--- config.mk ---
export PLATFORM = sky130hd
export DESIGN_NAME = isrc_ctrl
export DESIGN_NICKNAME = d
export VERILOG_FILES = /design/src/rtl/isrc_pkg.sv /design/src/rtl/isrc_cell.sv /design/src/rtl/isrc_scan.sv /design/src/rtl/isrc_offer.sv /design/src/rtl/isrc_ctrl.sv
export SDC_FILE = /design/constraint.sdc
export NUM_CORES = 1
export LEC_CHECK = 0
export BUFFER_PORTS_ARGS = -buffer_cell sky130_fd_sc_hd__buf_2
export CORE_ASPECT_RATIO = 1.1
export CORE_MARGIN = 4
export CORE_UTILIZATION = 30
export DETAILED_ROUTE_END_ITERATION = 6
export PLACE_DENSITY = 0.57
export SETUP_SLACK_MARGIN = 0.2
export SLEW_MARGIN = 40
export SYNTH_ARGS = -nofsm -noshare
export SYNTH_HDL_FRONTEND = slang
export SYNTH_SLANG_ARGS = --single-unit
--- constraint.sdc ---
create_clock -name clk -period 9.5 [get_ports clk]
set_input_delay 1.425 -clock clk [delete_from_list [all_inputs] [get_ports clk]]
set_output_delay 1.425 -clock clk [all_outputs]
set_load 0.03 [all_outputs]
--- src/rtl/isrc_pkg.sv ---
package isrc_pkg;
  typedef struct packed {
    logic asserted;  // level seen on the line
    logic sent;      // level source has an outstanding offer
    logic rejected;  // message source was turned away
    logic mpend;     // message arrived while masked
    logic pend;      // offer queued, waiting for the channel
  } src_status_t;
endpackage

--- src/rtl/isrc_cell.sv ---
module isrc_cell
  import isrc_pkg::*;
#(
  parameter int unsigned SRV_W    = 4,
  parameter int unsigned PRIO_W   = 8,
  parameter bit          IS_LEVEL = 1'b0
) (
  input  logic              clk,
  input  logic              rst_n,
  input  logic              line,
  input  logic              cfg_hit,
  input  logic [SRV_W-1:0]  cfg_server,
  input  logic [PRIO_W-1:0] cfg_prio,
  input  logic [PRIO_W-1:0] cfg_saved,
  input  logic              rej_hit,
  input  logic              eoi_hit,
  input  logic              scan_hit,
  input  logic              take,
  output logic              pend,
  output logic [SRV_W-1:0]  server,
  output logic [PRIO_W-1:0] prio
);
  localparam logic [PRIO_W-1:0] MASKED = '1;

  logic [SRV_W-1:0]  srv_q,   srv_d;
  logic [PRIO_W-1:0] prio_q,  prio_d;
  logic [PRIO_W-1:0] saved_q, saved_d;
  src_status_t       st_q,    st_d;
  logic              line_q;
  logic              level_eval;

  always_comb begin
    srv_d   = srv_q;
    prio_d  = prio_q;
    saved_d = saved_q;
    st_d    = st_q;

    if (take) st_d.pend = 1'b0;

    // returned messages first, so a scan visit sees their effect
    if (rej_hit) begin
      if (IS_LEVEL) st_d.sent = 1'b0;
      else          st_d.rejected = 1'b1;
    end
    if (eoi_hit && IS_LEVEL) st_d.sent = 1'b0;

    st_d.asserted = line;

    if (cfg_hit) begin
      srv_d   = cfg_server;
      prio_d  = cfg_prio;
      saved_d = cfg_saved;
      if (!IS_LEVEL && st_d.mpend && (cfg_prio != MASKED)) begin
        st_d.mpend = 1'b0;
        st_d.pend  = 1'b1;
      end
    end

    if (!IS_LEVEL && line && !line_q) begin
      if (prio_d == MASKED) st_d.mpend = 1'b1;
      else                  st_d.pend  = 1'b1;
    end

    if (scan_hit && !IS_LEVEL && st_d.rejected) begin
      st_d.rejected = 1'b0;
      if (prio_d != MASKED) st_d.pend = 1'b1;
    end

    level_eval = IS_LEVEL && (cfg_hit || scan_hit || (line != line_q));
    if (level_eval && (prio_d != MASKED) && st_d.asserted && !st_d.sent) begin
      st_d.sent = 1'b1;
      st_d.pend = 1'b1;
    end

    // a queued offer that became masked is withdrawn
    if (st_d.pend && (prio_d == MASKED)) begin
      st_d.pend = 1'b0;
      if (IS_LEVEL) st_d.sent  = 1'b0;
      else          st_d.mpend = 1'b1;
    end
  end

  always_ff @(posedge clk or negedge rst_n) begin
    if (!rst_n) begin
      srv_q   <= '0;
      prio_q  <= MASKED;
      saved_q <= MASKED;
      st_q    <= '0;
      line_q  <= 1'b0;
    end else begin
      srv_q   <= srv_d;
      prio_q  <= prio_d;
      saved_q <= saved_d;
      st_q    <= st_d;
      line_q  <= line;
    end
  end

  assign pend   = st_q.pend;
  assign server = srv_q;
  assign prio   = prio_q;

  AST_MPEND_MASKED: assert property (@(posedge clk) disable iff (!rst_n)
    st_q.mpend |-> (prio_q == MASKED));
  AST_PEND_UNMASKED: assert property (@(posedge clk) disable iff (!rst_n)
    st_q.pend |-> (prio_q != MASKED));
  AST_SAVED_CAPTURE: assert property (@(posedge clk) disable iff (!rst_n)
    cfg_hit |=> (saved_q == $past(cfg_saved)));
endmodule

--- src/rtl/isrc_scan.sv ---
module isrc_scan #(
  parameter int unsigned N_SRC = 8,
  localparam int unsigned IDX_W = (N_SRC > 1) ? $clog2(N_SRC) : 1
) (
  input  logic             clk,
  input  logic             rst_n,
  input  logic             resend_req,
  input  logic             stall,
  output logic             go,
  output logic [IDX_W-1:0] idx
);
  localparam logic [IDX_W-1:0] LAST = IDX_W'(N_SRC - 1);

  logic             act_q, act_d;
  logic [IDX_W-1:0] idx_q, idx_d;

  always_comb begin
    act_d = act_q;
    idx_d = idx_q;
    go    = act_q && !stall;
    if (go) begin
      if (idx_q == LAST) act_d = 1'b0;
      else               idx_d = idx_q + 1'b1;
    end else if (!act_q && resend_req) begin
      act_d = 1'b1;
      idx_d = '0;
    end
  end

  always_ff @(posedge clk or negedge rst_n) begin
    if (!rst_n) begin
      act_q <= 1'b0;
      idx_q <= '0;
    end else begin
      act_q <= act_d;
      idx_q <= idx_d;
    end
  end

  assign idx = idx_q;

  AST_SCAN_STALL: assert property (@(posedge clk) disable iff (!rst_n)
    (act_q && stall) |=> (act_q && $stable(idx_q)));
  AST_SCAN_STEP: assert property (@(posedge clk) disable iff (!rst_n)
    (act_q && !stall && (idx_q != LAST)) |=> (act_q && (idx_q == IDX_W'($past(idx_q) + 1'b1))));
endmodule

--- src/rtl/isrc_offer.sv ---
module isrc_offer #(
  parameter int unsigned N_SRC  = 8,
  parameter int unsigned SRV_W  = 4,
  parameter int unsigned PRIO_W = 8,
  parameter int unsigned NUM_W  = 12,
  parameter int unsigned OFFSET = 16,
  localparam int unsigned IDX_W = (N_SRC > 1) ? $clog2(N_SRC) : 1
) (
  input  logic              clk,
  input  logic              rst_n,
  input  logic [N_SRC-1:0]  pend,
  input  logic [SRV_W-1:0]  srv_in  [N_SRC],
  input  logic [PRIO_W-1:0] prio_in [N_SRC],
  output logic [N_SRC-1:0]  take,
  output logic              offer_valid,
  input  logic              offer_ready,
  output logic [SRV_W-1:0]  offer_server,
  output logic [NUM_W-1:0]  offer_num,
  output logic [PRIO_W-1:0] offer_prio
);
  localparam logic [PRIO_W-1:0] MASKED = '1;

  logic             ov_q, ov_d;
  logic [SRV_W-1:0] srv_q;
  logic [NUM_W-1:0] num_q;
  logic [PRIO_W-1:0] prio_q;
  logic             load, found;
  logic [IDX_W-1:0] pick;

  always_comb begin
    found = 1'b0;
    pick  = '0;
    for (int i = N_SRC - 1; i >= 0; i--) begin
      if (pend[i]) begin
        found = 1'b1;
        pick  = IDX_W'(i);
      end
    end
    load = !ov_q || offer_ready;
    take = '0;
    if (load && found) take[pick] = 1'b1;
    ov_d = load ? found : ov_q;
  end

  always_ff @(posedge clk or negedge rst_n) begin
    if (!rst_n) begin
      ov_q   <= 1'b0;
      srv_q  <= '0;
      num_q  <= '0;
      prio_q <= '0;
    end else begin
      ov_q <= ov_d;
      if (load && found) begin
        srv_q  <= srv_in[pick];
        num_q  <= NUM_W'(OFFSET) + NUM_W'(pick);
        prio_q <= prio_in[pick];
      end
    end
  end

  assign offer_valid  = ov_q;
  assign offer_server = srv_q;
  assign offer_num    = num_q;
  assign offer_prio   = prio_q;

  AST_OFFER_HOLD: assert property (@(posedge clk) disable iff (!rst_n)
    (ov_q && !offer_ready) |=> (ov_q && $stable(srv_q) && $stable(num_q) && $stable(prio_q)));
  AST_TAKE_ONEHOT: assert property (@(posedge clk) disable iff (!rst_n)
    $onehot0(take));
  AST_NUM_RANGE: assert property (@(posedge clk) disable iff (!rst_n)
    ov_q |-> ((num_q >= NUM_W'(OFFSET)) && (num_q < NUM_W'(OFFSET + N_SRC))));
  AST_NO_MASKED_OFFER: assert property (@(posedge clk) disable iff (!rst_n)
    ov_q |-> (prio_q != MASKED));
endmodule

--- src/rtl/isrc_ctrl.sv ---
module isrc_ctrl #(
  parameter int unsigned N_SRC      = 8,
  parameter int unsigned SRV_W      = 4,
  parameter int unsigned PRIO_W     = 8,
  parameter int unsigned NUM_W      = 12,
  parameter int unsigned OFFSET     = 16,
  parameter logic [N_SRC-1:0] LEVEL_MASK = 8'hF0,
  localparam int unsigned IDX_W = (N_SRC > 1) ? $clog2(N_SRC) : 1
) (
  input  logic              clk,
  input  logic              rst_n,
  input  logic [N_SRC-1:0]  irq_line,
  input  logic              cfg_we,
  input  logic [IDX_W-1:0]  cfg_idx,
  input  logic [SRV_W-1:0]  cfg_server,
  input  logic [PRIO_W-1:0] cfg_prio,
  input  logic [PRIO_W-1:0] cfg_saved_prio,
  input  logic              rej_valid,
  input  logic [NUM_W-1:0]  rej_num,
  input  logic              eoi_valid,
  input  logic [NUM_W-1:0]  eoi_num,
  input  logic              resend_req,
  output logic              offer_valid,
  input  logic              offer_ready,
  output logic [SRV_W-1:0]  offer_server,
  output logic [NUM_W-1:0]  offer_num,
  output logic [PRIO_W-1:0] offer_prio
);
  localparam logic [NUM_W-1:0] NUM_LO = NUM_W'(OFFSET);
  localparam logic [NUM_W-1:0] NUM_HI = NUM_W'(OFFSET + N_SRC);

  // reset: asserted asynchronously, released on a clock edge
  logic rst_s1, rst_sync;
  always_ff @(posedge clk or negedge rst_n) begin
    if (!rst_n) begin
      rst_s1   <= 1'b0;
      rst_sync <= 1'b0;
    end else begin
      rst_s1   <= 1'b1;
      rst_sync <= rst_s1;
    end
  end

  // number decode
  logic [NUM_W-1:0] rej_off, eoi_off;
  logic             rej_ok, eoi_ok;
  assign rej_off = rej_num - NUM_LO;
  assign eoi_off = eoi_num - NUM_LO;
  assign rej_ok  = rej_valid && (rej_num >= NUM_LO) && (rej_num < NUM_HI);
  assign eoi_ok  = eoi_valid && (eoi_num >= NUM_LO) && (eoi_num < NUM_HI);

  logic              scan_go;
  logic [IDX_W-1:0]  scan_idx;
  logic              stall;
  logic [N_SRC-1:0]  pend, take;
  logic [SRV_W-1:0]  srv_arr  [N_SRC];
  logic [PRIO_W-1:0] prio_arr [N_SRC];

  assign stall = offer_valid && !offer_ready;

  isrc_scan #(.N_SRC(N_SRC)) u_scan (
    .clk        (clk),
    .rst_n      (rst_sync),
    .resend_req (resend_req),
    .stall      (stall),
    .go         (scan_go),
    .idx        (scan_idx)
  );

  for (genvar i = 0; i < N_SRC; i++) begin : g_src
    logic cfg_hit, rej_hit, eoi_hit, scan_hit;
    assign cfg_hit  = cfg_we  && (cfg_idx == IDX_W'(i));
    assign rej_hit  = rej_ok  && (rej_off[IDX_W-1:0] == IDX_W'(i));
    assign eoi_hit  = eoi_ok  && (eoi_off[IDX_W-1:0] == IDX_W'(i));
    assign scan_hit = scan_go && (scan_idx == IDX_W'(i));

    isrc_cell #(
      .SRV_W    (SRV_W),
      .PRIO_W   (PRIO_W),
      .IS_LEVEL (LEVEL_MASK[i])
    ) u_cell (
      .clk        (clk),
      .rst_n      (rst_sync),
      .line       (irq_line[i]),
      .cfg_hit    (cfg_hit),
      .cfg_server (cfg_server),
      .cfg_prio   (cfg_prio),
      .cfg_saved  (cfg_saved_prio),
      .rej_hit    (rej_hit),
      .eoi_hit    (eoi_hit),
      .scan_hit   (scan_hit),
      .take       (take[i]),
      .pend       (pend[i]),
      .server     (srv_arr[i]),
      .prio       (prio_arr[i])
    );
  end

  isrc_offer #(
    .N_SRC  (N_SRC),
    .SRV_W  (SRV_W),
    .PRIO_W (PRIO_W),
    .NUM_W  (NUM_W),
    .OFFSET (OFFSET)
  ) u_offer (
    .clk          (clk),
    .rst_n        (rst_sync),
    .pend         (pend),
    .srv_in       (srv_arr),
    .prio_in      (prio_arr),
    .take         (take),
    .offer_valid  (offer_valid),
    .offer_ready  (offer_ready),
    .offer_server (offer_server),
    .offer_num    (offer_num),
    .offer_prio   (offer_prio)
  );

  AST_RESET_IDLE: assert property (@(posedge clk) disable iff (!rst_n)
    !rst_sync |=> !offer_valid);
endmodule

======== Yosys cells after proc, flatten, opt, wreduce, memory -nomap -nowiden ========
Index checks and enable logic that the tools add are counted.
Widths: inputs -> output; s select.
operators by class
  add/sub/neg operators ................... 4
  magnitude comparators ................... 7
  eq/ne operators ......................... 48
  mux-type cells .......................... 111
  bitwise gates (word level) .............. 1
  reduce and logical (&&, ||, !) cells .... 96
operators with widths
  operator             count
  $mux 8               11
  $ne 8x8->1 const B   9
  $logic_and 1x1->1    69
  $eq 8x8->1 const B   8
  $mux 1               64
  $eq 3x3->1 const B   16
  $mux 2               20
  $mux 3               11
  $bmux 8 s3           1
  $ge 12x5->1 const B  2
  $lt 12x5->1 const B  2
  $eq 3x2->1 const B   6
  $bmux 4 s3           1
  $logic_not 1->1      12
  $eq 3x1->1 const B   3
  $logic_not 3->1      3
  $logic_or 1x1->1     9
  $mux 4               2
  $add 5x3->6 const A  1
  $sub 3x1->3 const B  2
  $ge 4x4->1 const B   1
  $lt 3x4->1 const B   1
  $ne 1x1->1           4
  $not 3->4            1
  7 further kinds      8
storage, ports and cells
  register bits ........................... 155
  input port bits ......................... 62
  word-level logic and storage cells ...... 319

======== Depth between registers and ports, before layout ========
Gate-level depths: netlist (run 1).
  depth in word-level cells ............... 22
  depth in mapped cells ................... 7
  gate-level depth less buffers ........... 6

======== Hierarchy ========
From an unflattened synthesis (run 1), not the netlist that was laid out.
second synthesis, totals
  cells, all modules ...................... 648
  area, all modules ....................... 7639.8 µm²
by module, submodules not included
  module                            instances  cells an instance  area each (µm²)  seq. area each (µm²)
  isrc_cell at g_src[0].u_cell ...  4          47                 676.9            410.4
  isrc_cell at g_src[4].u_cell ...  4          44                 655.6            385.4
  isrc_offer                        1          190                1584.0           425.4
  isrc_ctrl                         1          72                 475.5            50.0
  isrc_scan                         1          22                 250.2            100.1

======== Worst setup path before layout (run 1) ========
Ideal clock, no wire load.
  path type ............................... in2reg
  start ................................... in cfg_we
  end ..................................... reg g_src[1].u_cell.st_q[1] (netlist bit)
  library setup time ...................... 0.121 ns
  data arrival time ....................... 2.886 ns
  required time ........................... 9.379 ns
  path slack .............................. 6.493 ns
  stages on the path ...................... 6
  cell sequence ........................... clkbuf_1 -> nor4bb_1 -> clkbuf_1 -> mux2_2 -> and3_1 -> a22o_1
RTL lines
  element                 RTL line         text
  start: declaration      isrc_ctrl.sv:13  input logic cfg_we,
  end signal: assignment  isrc_cell.sv:94  st_q <= st_d;
  end: declaration        isrc_cell.sv:28  src_status_t st_q, st_d;

======== Worst setup path in the final report (run 1) ========
  start ................................... reg g_src[0].u_cell.st_q, in the netlist g_src[0].u_cell.pend
  end ..................................... reg u_offer.srv_q[1], in the netlist u_offer.offer_server[1]
between the ends
  longest elaborated chain between the ends .. 5
  elaborated cells between the ends (all ways) .. 7
  classes of those cells .................. 5 x mux; 1 x bitwise; 1 x reduce/logical
RTL lines
  element                                    RTL line          text
  start: declaration                         isrc_cell.sv:28
  start signal: assignment                   isrc_cell.sv:94
  $mux 3                                     isrc_offer.sv:34  if (pend[i]) begin
  $not 3->4 (implied by the code)            isrc_offer.sv:54  srv_q <= srv_in[pick];
  $bmux 4 s3                                 isrc_offer.sv:54
  $mux 4 (implied by the code) (2 in a row)  isrc_offer.sv:54
  end signal: assignment                     isrc_offer.sv:54
  end: declaration                           isrc_offer.sv:24  logic [SRV_W-1:0] srv_q;
Several ways; a longest one is shown, not always the timed one. The select of a mux whose other input is x is not followed.
A chain may end at the register's enable or synchronous reset.

==> results of run 1 <==
## cells in the mapped netlist, drive strengths merged, types with 7 or more instances
master  number  area [um2]
o21ai       16        80.1
nor2b        7        43.8
a31oi       10        62.6
clkbuf      33         124
a32oi        7        61.3
dfrtp       83        2080
o211ai      19         143
nor2        15        56.3
a22o         9        78.8
mux2        65         732
nand2      139         522
inv         17        63.8
nand2b       7        43.8
and4         7        61.3
nand4       19         119
nand3       19        95.1
dfstp       64        1680
buf         18         119
mux2i       13         130
a21oi       23         126
## registers in the layout (all words and copies together), names as in the netlist
signal and flops:
g_src.u_cell.prio 64, g_src.u_cell.server 32, g_src.u_cell.st_q 12, g_src.u_cell.line_q 8
g_src.u_cell.pend 8, u_offer.offer_prio 8, u_offer.offer_num 4, u_offer.offer_server 4
u_scan.idx 3, rst_s1 1, rst_sync 1, u_offer.offer_valid 1
u_scan.act_q 1
## cell families after synthesis
group | synth area share
compound gates | 0.124
fa+ha+maj | 0.0103
buf+inv | 0.0422
flops | 0.518
mux | 0.119
other cells | 0.00103
simple gates | 0.186
## report_power, final
group / internal [W] / switching (W)
clock network: 0.000499 / 0.000255
registers: 0.000790 / 0.000102
logic: 0.000155 / 0.000238
total: 0.00144 / 0.000596
## worst max-delay path, cell delays in order, from the launching register on
cell and delay, ns:
dfrtp_1 0.61, nor2b_1 0.69, nor2_1 0.34, and2_1 0.52, or2_2 0.48, o211ai_1 0.22
## stage by stage
| step | total power, W | hold WS [ns] | utilization | cell area [um2] |
|---|---|---|---|---|
| 2_1_floorplan | 0.00115 | 0.331 | - | 7290 |
| 3_3_place_gp | 0.00128 | 0.229 | 0.333 | 7910 |
| 3_5_place_dp | 0.00129 | 0.230 | 0.334 | 7940 |
| 4_1_cts | 0.00205 | 0.236 | 0.362 | 8600 |
| 5_1_grt | 0.00213 | 0.261 | 0.362 | 8610 |
| 6_report | 0.00204 | 0.228 | 0.362 | 8610 |
## worst paths after layout
| kind | start | to | slack [ns] | depth (start not counted) |
|---|---|---|---|---|
| hold / removal | rst_sync | u_offer.offer_num[0] | 0.23 | 0 |
| max in group asynchronous | rst_sync | g_src[1].u_cell.line_q | 8.38 | 1 |
| setup / recovery | g_src[0].u_cell.pend | u_offer.offer_server[1] | 6.54 | 5 |
| hold reg to reg | rst_sync | u_offer.offer_num[0] | 0.23 | 0 |
| min in group clk | rst_s1 | rst_sync | 0.35 | 0 |
| setup reg to reg | g_src[0].u_cell.pend | u_offer.offer_server[1] | 6.54 | 5 |
## cell type report
class                           count  area (um2)  area share
Sequential cell                   147        3760       0.437
Multi-Input combinational cell    478        3280       0.381
Timing Repair Buffer               83         459      0.0533
Clock buffer                       22         454      0.0528
Tap cell                          305         382      0.0443
Clock inverter                     10         204      0.0237
Inverter                           17        63.8     0.00741
## per-layer routing
| metal | part of all wire | global-route usage |
|---|---|---|
| met5 | 0 | 0 |
| met4 | 0.018 | 0.0483 |
| met3 | 0.059 | 0.0357 |
| met2 | 0.47 | 0.262 |
| met1 | 0.46 | 0.223 |
==> impl_metrics.xml, run 1 <==
<?xml version="1.0" encoding="UTF-8"?>
<metrics>
  <group name="die">
    <metric name="fp.dieH" unit="um">171</metric>
    <metric name="die_width" unit="um">156</metric>
    <metric name="floorplan.die_area" unit="um2">26800</metric>
    <metric name="coreArea" unit="um2">23800</metric>
    <metric name="std_cell_rows" unit="">59</metric>
    <metric name="start_util" unit="">0.306</metric>
    <metric name="boundaryPins" unit="">87</metric>
  </group>
  <group name="worst_setup_path">
    <metric name="cp-end-kind" unit="">register</metric>
    <metric name="critical_path.startpoint_type" unit="">register</metric>
    <metric name="crit_fanout" unit="">14</metric>
    <metric name="cp.arrival" unit="ns">3.29</metric>
    <metric name="setup.worst_path.class" unit="">reg -&gt; reg</metric>
    <metric name="worstPathRequired" unit="ns">9.83</metric>
  </group>
  <group name="routing">
    <metric name="final_wirelength" unit="mm">21.8</metric>
    <metric name="drt_pass1_iterations" unit="">5</metric>
    <metric name="drt_iter0_drc" unit="">440</metric>
    <metric name="drc" unit="">0</metric>
    <metric name="detail_route.wl_per_cell" unit="um">20.5</metric>
    <metric name="via_per_inst" unit="">5.29</metric>
    <metric name="via_count" unit="">5621</metric>
    <metric name="final_antenna_net_count" unit="">0</metric>
  </group>
  <group name="place">
    <metric name="gpl.final_weighted_congestion" unit="">0.856</metric>
    <metric name="place_hpwl" unit="mm">15.1</metric>
    <metric name="dp_cells" unit="">1030</metric>
    <metric name="pre_cts_setup_slack" unit="ns">6.14</metric>
    <metric name="port-buffer-count" unit="">70</metric>
  </group>
  <group name="timing">
    <metric name="finalHoldViolCount" unit="">0</metric>
    <metric name="finalClockSkew" unit="ns">0.00616</metric>
    <metric name="setup_slack" unit="ns">6.54</metric>
    <metric name="fmax" unit="MHz">338</metric>
    <metric name="setup_tns" unit="ns">0</metric>
    <metric name="final_period_minus_worst_setup_slack" unit="ns">2.96</metric>
    <metric name="setup_viol" unit="">0</metric>
    <metric name="slew_viol_final" unit="">0</metric>
    <metric name="worst_slew_margin_rel" unit="">0.425</metric>
    <metric name="grt_setup_unrepaired" unit="">false</metric>
    <metric name="final.period_utilization" unit="">0.311</metric>
    <metric name="worst_pin_slew" unit="ns">0.860</metric>
  </group>
  <group name="power">
    <metric name="power.density" unit="nW/um2">237</metric>
    <metric name="vdd.ir_drop.worst" unit="mV">0.123</metric>
    <metric name="leakage" unit="nW">3.65</metric>
  </group>
  <group name="layout">
    <metric name="flow.area_growth_from_synthesis" unit="%">18.5</metric>
    <metric name="num_antenna_cells" unit="">0</metric>
    <metric name="most-common-layout-cells" unit="">nand2_1, dfrtp_1, buf_2</metric>
    <metric name="final_common_cell" unit="">nand2_1</metric>
    <metric name="drive_gt1_frac" unit="">0.343</metric>
    <metric name="filler_cell_count" unit="">2444</metric>
    <metric name="design.final.nets" unit="">812</metric>
    <metric name="final_cell_count_no_fill" unit="">1062</metric>
  </group>
  <group name="synthesis">
    <metric name="synthesis.instances" unit="">686</metric>
    <metric name="ys_seq_elements" unit="">147</metric>
    <metric name="synth.yosys.seq_area_share" unit="">0.518</metric>
    <metric name="synth-main-ff-cell" unit="">dfrtp_1</metric>
    <metric name="synth-warning-count" unit="">0</metric>
    <metric name="share_of_synthesized_registers_carrying_an_async_set_or_reset" unit="">1.00</metric>
    <metric name="synth_enable_flop_cells" unit="">0</metric>
    <metric name="syn_area_per_cell" unit="um2">10.6</metric>
    <metric name="post_synth_num_cell_types" unit="">63</metric>
    <metric name="post_synth_instance_area" unit="um2">7260</metric>
  </group>
  <group name="run">
    <metric name="max_cap_viols" unit="">0</metric>
  </group>
  <group name="clock_tree">
    <metric name="tritoncts.num_buffers" unit="">17</metric>
    <metric name="worst_setup_hold_path_clk_slew" unit="ns">0.06</metric>
    <metric name="cts-hold-fix-buffers" unit="">0</metric>
    <metric name="insertion_delay" unit="ns">0.42</metric>
    <metric name="cts-htree-levels" unit="">4</metric>
    <metric name="clock_tree.root_cell" unit="">clkbuf_16</metric>
    <metric name="cts-resized-gates" unit="">0</metric>
    <metric name="clkSinkCount" unit="">147</metric>
    <metric name="clk_path_buf_depth" unit="">2</metric>
    <metric name="tritoncts" unit="">built</metric>
    <metric name="postCtsSetupRepairBufs" unit="">0</metric>
  </group>
  <group name="global_route">
    <metric name="grt_antenna_before_repair" unit="">0</metric>
    <metric name="grtUsageTotal" unit="">0.163</metric>
    <metric name="via_count_of_the_first_global_routing_pass" unit="">5458</metric>
    <metric name="global_route_wire_length_before_repair" unit="mm">33.0</metric>
    <metric name="grt_start_max_net_pins" unit="">65</metric>
    <metric name="grt_ovf" unit="">0</metric>
  </group>
  <group name="worst_hold_path">
    <metric name="worst_hold_path_type" unit="">reg -&gt; async</metric>
  </group>
  <group name="run_status">
    <metric name="run_status" unit="">finished, final reports clean</metric>
  </group>
</metrics>
(Power assumes the default switching activity.)
==> run 2, diff against run 1 <==
--- a/config.mk
+++ b/config.mk
@@ -10,7 +10,7 @@
 export CORE_MARGIN = 4
 export CORE_UTILIZATION = 30
 export DETAILED_ROUTE_END_ITERATION = 6
-export PLACE_DENSITY = 0.57
+export PLACE_DENSITY = 0.58
 export SETUP_SLACK_MARGIN = 0.2
 export SLEW_MARGIN = 40
 export SYNTH_ARGS = -nofsm -noshare
==> constraint.sdc (replaced) <==
create_clock -name clk -period 2.7 [get_ports clk]
set_input_delay 0.405 -clock clk [delete_from_list [all_inputs] [get_ports clk]]
set_output_delay 0.405 -clock clk [all_outputs]
set_load 0.03 [all_outputs]
==> impl_metrics.xml, run 2 (synthesis gave the netlist of run 1 again) <==
<?xml version="1.0" encoding="UTF-8"?>
<metrics>
  <group name="global_route">
    <metric name="grt_start_max_net_pins" unit="">146</metric>
    <metric name="via_count_of_the_first_global_routing_pass" unit="">5754</metric>
    <metric name="grt_antenna_before_repair" unit="">0</metric>
    <metric name="grtUsageTotal" unit="">0.166</metric>
    <metric name="met2_usage" unit="">0.262</metric>
    <metric name="global_route.usage.met3" unit="">0.0327</metric>
    <metric name="grt_ovf" unit="">0</metric>
    <metric name="grt_util_met1" unit="">0.224</metric>
    <metric name="busiest_layer" unit="">met2</metric>
    <metric name="global_route_wire_length_before_repair" unit="mm">33.7</metric>
  </group>
  <group name="die">
    <metric name="start_util" unit="">0.306</metric>
    <metric name="boundaryPins" unit="">87</metric>
    <metric name="fp.dieH" unit="um">171</metric>
    <metric name="coreArea" unit="um2">23800</metric>
    <metric name="floorplan.die_area" unit="um2">26800</metric>
    <metric name="die_width" unit="um">156</metric>
    <metric name="std_cell_rows" unit="">59</metric>
  </group>
  <group name="worst_setup_path">
    <metric name="cpMaxStageDelayCell" unit="">or4_4</metric>
    <metric name="worstPathRequired" unit="ns">3.00</metric>
    <metric name="crit_path_cell_trace" unit="">or4_4, a21oi_4, mux2_2, a222oi_1, o211ai_1</metric>
    <metric name="setup.worst_path.class" unit="">reg -&gt; reg</metric>
    <metric name="cp.arrival" unit="ns">2.68</metric>
    <metric name="critical_path.startpoint_type" unit="">register</metric>
    <metric name="cp-end-kind" unit="">register</metric>
    <metric name="critical_path.max_stage_delay" unit="ns">0.61</metric>
    <metric name="crit_fanout" unit="">6</metric>
  </group>
  <group name="layout">
    <metric name="num_antenna_cells" unit="">0</metric>
    <metric name="drive_gt1_frac" unit="">0.366</metric>
    <metric name="final_cell_count_no_fill" unit="">1084</metric>
    <metric name="filler_cell_count" unit="">2392</metric>
    <metric name="design.final.nets" unit="">834</metric>
    <metric name="final_common_cell" unit="">nand2_1</metric>
    <metric name="largest_register_ffs" unit="">64</metric>
    <metric name="flow.area_growth_from_synthesis" unit="%">20.3</metric>
    <metric name="post_layout_inst_area" unit="um2">8740</metric>
    <metric name="most-common-layout-cells" unit="">nand2_1, dfrtp_1, buf_2</metric>
  </group>
  <group name="timing">
    <metric name="setup_viol" unit="">0</metric>
    <metric name="worst_slew_margin_rel" unit="">0.538</metric>
    <metric name="grt_setup_unrepaired" unit="">false</metric>
    <metric name="setup_tns" unit="ns">0</metric>
    <metric name="worst_pin_slew" unit="ns">0.692</metric>
    <metric name="final.period_utilization" unit="">0.880</metric>
    <metric name="finalHoldViolCount" unit="">0</metric>
    <metric name="slew_viol_final" unit="">0</metric>
    <metric name="final_period_minus_worst_setup_slack" unit="ns">2.38</metric>
    <metric name="finalClockSkew" unit="ns">0.00725</metric>
    <metric name="setup_slack" unit="ns">0.325</metric>
    <metric name="fmax" unit="MHz">421</metric>
  </group>
  <group name="power">
    <metric name="leakage" unit="nW">3.73</metric>
    <metric name="power_frac_clock" unit="">0.341</metric>
    <metric name="comb_power_share" unit="">0.209</metric>
    <metric name="power.density" unit="nW/um2">793</metric>
    <metric name="seqPwrFrac" unit="">0.451</metric>
    <metric name="vdd.ir_drop.worst" unit="mV">0.483</metric>
    <metric name="power_switching_share" unit="">0.315</metric>
    <metric name="p_switching" unit="W">0.00218</metric>
    <metric name="internal-power" unit="W">0.00475</metric>
  </group>
  <group name="clock_tree">
    <metric name="worst_setup_hold_path_clk_slew" unit="ns">0.07</metric>
    <metric name="insertion_delay" unit="ns">0.43</metric>
    <metric name="cts-htree-levels" unit="">4</metric>
    <metric name="clock_tree.root_cell" unit="">clkbuf_16</metric>
    <metric name="postCtsSetupRepairBufs" unit="">0</metric>
    <metric name="tritoncts" unit="">built</metric>
    <metric name="clkSinkCount" unit="">147</metric>
    <metric name="clk_path_buf_depth" unit="">2</metric>
    <metric name="tritoncts.num_buffers" unit="">17</metric>
  </group>
  <group name="routing">
    <metric name="via_per_inst" unit="">5.24</metric>
    <metric name="drt_iter0_drc" unit="">469</metric>
    <metric name="detail_route.wl_per_cell" unit="um">20.1</metric>
    <metric name="via_count" unit="">5681</metric>
    <metric name="final_antenna_net_count" unit="">0</metric>
    <metric name="drc" unit="">0</metric>
    <metric name="final_wirelength" unit="mm">21.8</metric>
    <metric name="drt_pass1_iterations" unit="">5</metric>
  </group>
  <group name="place">
    <metric name="pre_cts_setup_slack" unit="ns">0.237</metric>
    <metric name="port-buffer-count" unit="">70</metric>
    <metric name="gpl.final_weighted_congestion" unit="">0.879</metric>
    <metric name="dp_cells" unit="">1050</metric>
    <metric name="place_hpwl" unit="mm">15.3</metric>
    <metric name="post_dp_area" unit="um2">8100</metric>
  </group>
  <group name="worst_hold_path">
    <metric name="worst_hold_path_type" unit="">in -&gt; reg</metric>
  </group>
  <group name="run_status">
    <metric name="run_status" unit="">finished, final reports clean</metric>
  </group>
  <group name="run">
    <metric name="max_cap_viols" unit="">0</metric>
  </group>
</metrics>
run 2: cell count changes in the layout (fill, tap and decap cells not counted), sizes merged:
cell         previous run  this run
clkinvlp                0         2
clkinv                  4         3
inv                    17        22
dlygate4sd3             0         1
bufinv                  6         0
buf                    83       104
run 2: per-stage QoR:
step,power [W],hold WS [ns],util
after floorplan,0.00404,0.109,-
after global placement,0.00456,0.189,0.341
after detailed placement,0.00460,0.192,0.341
after CTS,0.00699,0.0721,0.367
after global routing,0.00728,0.0821,0.368
final,0.00693,0.0883,0.368
run 2: final cells by class:
class	count	area, um2	area share
well taps	305	382	0.0437
clock inverters	10	83.8	0.00959
flip-flops and latches	147	3760	0.430
clock buffers	22	517	0.0591
inverters	17	63.8	0.00730
multi-input cells	478	3280	0.376
repair buffers	105	648	0.0742
run 2: path summary, 6_finish.rpt:
| path | start | end | slack, ns | cells after the start |
|---|---|---|---|---|
| hold / removal | irq_line[2] | g_src[2].u_cell.line_q | 0.09 | 1 |
| min in group asynchronous | rst_sync | u_offer.offer_num[1] | 0.29 | 1 |
| hold reg to reg | rst_sync | u_offer.offer_num[1] | 0.29 | 1 |
| setup / recovery | g_src[1].u_cell.pend | u_offer.offer_prio[5] | 0.32 | 5 |
| setup reg to reg | g_src[1].u_cell.pend | u_offer.offer_prio[5] | 0.32 | 5 |
| max in group asynchronous | rst_sync | g_src[0].u_cell.prio[7] | 1.60 | 2 |
run 2: routing by layer:
metal / wire (um) / vias up
li1: - / 2635
met1: 9920 / 2831
met2: 10000 / 175
met3: 1120 / 40
met4: 703 / 0
met5: 0 / -
run 2: power groups by stage:
| stage | logic, W | clock network [W] | registers [W] |
|---|---|---|---|
| 2_1_floorplan | 0.000880 | 0 | 0.00316 |
| 3_3_place_gp | 0.00142 | 0 | 0.00314 |
| 3_5_place_dp | 0.00144 | 0 | 0.00315 |
| 4_1_cts | 0.00145 | 0.00242 | 0.00312 |
| 5_1_grt | 0.00160 | 0.00250 | 0.00318 |
| 6_report | 0.00145 | 0.00236 | 0.00312 |
run 2: critical path: cells and delay by family, from the launching register on:
family          cells  cell delay, ns
mux                 1            0.39
flops               1            0.44
simple gates        1            0.61
compound gates      3            0.81
run 2: timing repair:
action                                 4_1_cts  5_1_grt
endpoints found under the hold margin        2        0
hold buffers                                 1        0
gates resized for setup                      1        0
setup endpoints to repair                    1        0
==> run 3, diff against run 2 <==
--- a/config.mk
+++ b/config.mk
@@ -5,12 +5,13 @@
 export SDC_FILE = /design/constraint.sdc
 export NUM_CORES = 1
 export LEC_CHECK = 0
-export BUFFER_PORTS_ARGS = -buffer_cell sky130_fd_sc_hd__buf_2
+export BUFFER_PORTS_ARGS = -buffer_cell sky130_fd_sc_hd__buf_4
 export CORE_ASPECT_RATIO = 1.1
 export CORE_MARGIN = 4
 export CORE_UTILIZATION = 30
 export DETAILED_ROUTE_END_ITERATION = 6
-export PLACE_DENSITY = 0.58
+export GPL_TIMING_DRIVEN = 0
+export PLACE_DENSITY = 0.57
 export SETUP_SLACK_MARGIN = 0.2
 export SLEW_MARGIN = 40
 export SYNTH_ARGS = -nofsm -noshare
==> constraint.sdc (replaced) <==
create_clock -name clk -period 2.2 [get_ports clk]
set_input_delay 0.33 -clock clk [delete_from_list [all_inputs] [get_ports clk]]
set_output_delay 0.33 -clock clk [all_outputs]
set_load 0.03 [all_outputs]
==> impl_metrics.xml, run 3 (synthesis gave the netlist of run 1 again) <==
<?xml version="1.0" encoding="UTF-8"?>
<metrics>
  <group name="die">
    <metric name="floorplan.die_area" unit="um2">26800</metric>
    <metric name="start_util" unit="">0.306</metric>
    <metric name="coreArea" unit="um2">23800</metric>
    <metric name="fp.dieH" unit="um">171</metric>
    <metric name="std_cell_rows" unit="">59</metric>
    <metric name="die_width" unit="um">156</metric>
    <metric name="boundaryPins" unit="">87</metric>
  </group>
  <group name="place">
    <metric name="port-buffer-count" unit="">65</metric>
    <metric name="place_hpwl" unit="mm">16.1</metric>
    <metric name="gpl.final_weighted_congestion" unit="">0.890</metric>
    <metric name="dp_cells" unit="">1066</metric>
    <metric name="post_dp_area" unit="um2">8240</metric>
  </group>
  <group name="power">
    <metric name="leakage" unit="nW">3.89</metric>
    <metric name="power.density" unit="nW/um2">942</metric>
    <metric name="power_switching_share" unit="">0.307</metric>
    <metric name="seqPwrFrac" unit="">0.445</metric>
    <metric name="vdd.ir_drop.worst" unit="mV">0.626</metric>
    <metric name="power_frac_clock" unit="">0.319</metric>
    <metric name="comb_power_share" unit="">0.236</metric>
    <metric name="p_switching" unit="W">0.00265</metric>
    <metric name="internal-power" unit="W">0.00599</metric>
  </group>
  <group name="clock_tree">
    <metric name="clock_tree.root_cell" unit="">clkbuf_16</metric>
    <metric name="clkSinkCount" unit="">147</metric>
    <metric name="insertion_delay" unit="ns">0.42</metric>
    <metric name="worst_setup_hold_path_clk_slew" unit="ns">0.06</metric>
    <metric name="tritoncts" unit="">built</metric>
    <metric name="tritoncts.num_buffers" unit="">17</metric>
    <metric name="cts-htree-levels" unit="">4</metric>
    <metric name="clk_path_buf_depth" unit="">2</metric>
  </group>
  <group name="layout">
    <metric name="filler_cell_count" unit="">2351</metric>
    <metric name="flow.area_growth_from_synthesis" unit="%">26.3</metric>
    <metric name="num_antenna_cells" unit="">0</metric>
    <metric name="register_area" unit="um2">3770</metric>
    <metric name="final_cell_count_no_fill" unit="">1121</metric>
    <metric name="drive_gt1_frac" unit="">0.380</metric>
    <metric name="design.final.nets" unit="">871</metric>
    <metric name="postLayoutCoreUtil" unit="">0.386</metric>
    <metric name="final_common_cell" unit="">nand2_1</metric>
    <metric name="post_layout_inst_area" unit="um2">9170</metric>
    <metric name="largest_register_ffs" unit="">64</metric>
    <metric name="most-common-layout-cells" unit="">nand2_1, buf_4, dfrtp_1</metric>
    <metric name="multi_input_area" unit="um2">3380</metric>
  </group>
  <group name="routing">
    <metric name="drt_pass1_iterations" unit="">6</metric>
    <metric name="final_antenna_net_count" unit="">0</metric>
    <metric name="drc" unit="">0</metric>
    <metric name="via_per_inst" unit="">5.17</metric>
    <metric name="drt_iter0_drc" unit="">454</metric>
    <metric name="detail_route.wl_per_cell" unit="um">20.1</metric>
    <metric name="via_count" unit="">5800</metric>
    <metric name="final_wirelength" unit="mm">22.5</metric>
  </group>
  <group name="timing">
    <metric name="finalHoldViolCount" unit="">0</metric>
    <metric name="worst_pin_slew" unit="ns">0.720</metric>
    <metric name="worst_slew_margin_rel" unit="">0.520</metric>
    <metric name="finalClockSkew" unit="ns">0.00759</metric>
    <metric name="final.period_utilization" unit="">1.01</metric>
    <metric name="slew_viol_final" unit="">0</metric>
    <metric name="setup_slack" unit="ns">-0.0139</metric>
    <metric name="final_period_minus_worst_setup_slack" unit="ns">2.21</metric>
    <metric name="fmax" unit="MHz">452</metric>
    <metric name="grt_setup_unrepaired" unit="">true</metric>
    <metric name="setup_viol" unit="">2</metric>
  </group>
  <group name="run">
    <metric name="max_cap_viols" unit="">0</metric>
  </group>
  <group name="run_status">
    <metric name="failed_checks" unit="">setup timing</metric>
    <metric name="run_status" unit="">finished with violations</metric>
  </group>
  <group name="worst_hold_path">
    <metric name="hp-start" unit="">irq_line[7]</metric>
    <metric name="worst_hold_path_type" unit="">in -&gt; reg</metric>
  </group>
  <group name="worst_setup_path">
    <metric name="critical_path.startpoint_type" unit="">register</metric>
    <metric name="crit_fanout" unit="">6</metric>
    <metric name="setup.worst_path.class" unit="">reg -&gt; reg</metric>
    <metric name="setup.worst_path.start" unit="">g_src[0].u_cell.pend</metric>
    <metric name="reg_to_reg_critical_path_startpoint" unit="">g_src[0].u_cell.pend</metric>
    <metric name="worstPathRequired" unit="ns">2.50</metric>
    <metric name="cp.arrival" unit="ns">2.51</metric>
    <metric name="cp-end-kind" unit="">register</metric>
  </group>
  <group name="global_route">
    <metric name="via_count_of_the_first_global_routing_pass" unit="">5922</metric>
    <metric name="grt_ovf" unit="">0</metric>
    <metric name="grt_start_max_net_pins" unit="">41</metric>
    <metric name="grtUsageTotal" unit="">0.171</metric>
    <metric name="grt_antenna_before_repair" unit="">0</metric>
    <metric name="global_route_wire_length_before_repair" unit="mm">34.7</metric>
  </group>
</metrics>
run 3: area by class of cell:
type / instances / area share
buffer: 51 / 0.0319
sequential: 147 / 0.411
multi-input combinational: 478 / 0.368
timing repair buffer: 91 / 0.0799
clock inverter: 6 / 0.00600
clock buffer: 26 / 0.0544
tap: 305 / 0.0416
inverter: 17 / 0.00696
run 3: power groups by stage:
stage	registers (W)	logic, W	clock network [W]
after floorplan	0.00388	0.00108	0
after global placement	0.00390	0.00173	0
after detailed placement	0.00387	0.00181	0
after CTS	0.00384	0.00196	0.00280
after global routing	0.00392	0.00223	0.00294
final	0.00385	0.00204	0.00275
run 3: what timing repair did:
| item | in CTS | in global routing |
|---|---|---|
| setup endpoints to repair | 33 | 37 |
| hold buffers | 1 | 0 |
| cloned | 0 | 1 |
| pin swaps | 5 | 7 |
| setup buffers | 13 | 8 |
| hold endpoints to repair | 2 | 0 |
| gates resized for setup | 38 | 31 |
run 3: final timing paths:
check	slack, ns	to	cells past startpoint
max in group asynchronous	1.25	g_src[0].u_cell.prio[4]	1
worst min-delay path	0.02	g_src[7].u_cell.line_q	1
worst max register to register	-0.01	u_offer.offer_server[1]	7
worst min register to register	0.30	u_offer.offer_server[1]	0
worst max-delay path	-0.01	u_offer.offer_server[1]	7
min in group asynchronous	0.23	rst_sync	2
run 3: worst max-delay path: stages (launching register included):
cell and delay (ns):
dfrtp_1 0.39, or4_4 0.60, a21oi_4 0.16, buf_12 0.14
buf_4 0.11, mux2_4 0.29, a222oi_1 0.27, o211ai_1 0.12
run 3: layer usage:
metal,share of wire,track usage,routed length [um]
met1,0.44,0.225,9860
met2,0.47,0.274,10700
met3,0.061,0.0395,1370
met4,0.026,0.0668,592
met5,0,0,0
run 3: metrics by stage:
stage	setup slack [ns]	hold WS, ns	setup TNS, ns	power (W)
3_3_place_gp	-0.545	0.113	-13.57	0.00563
2_1_floorplan	0.171	0.0344	0	0.00496
4_1_cts	0.0285	0.00816	0	0.00860
6_report	-0.0139	0.0186	-0.0154	0.00864
5_1_grt	-0.104	0.00647	-0.356	0.00909
3_5_place_dp	-0.376	0.113	-9.89	0.00568
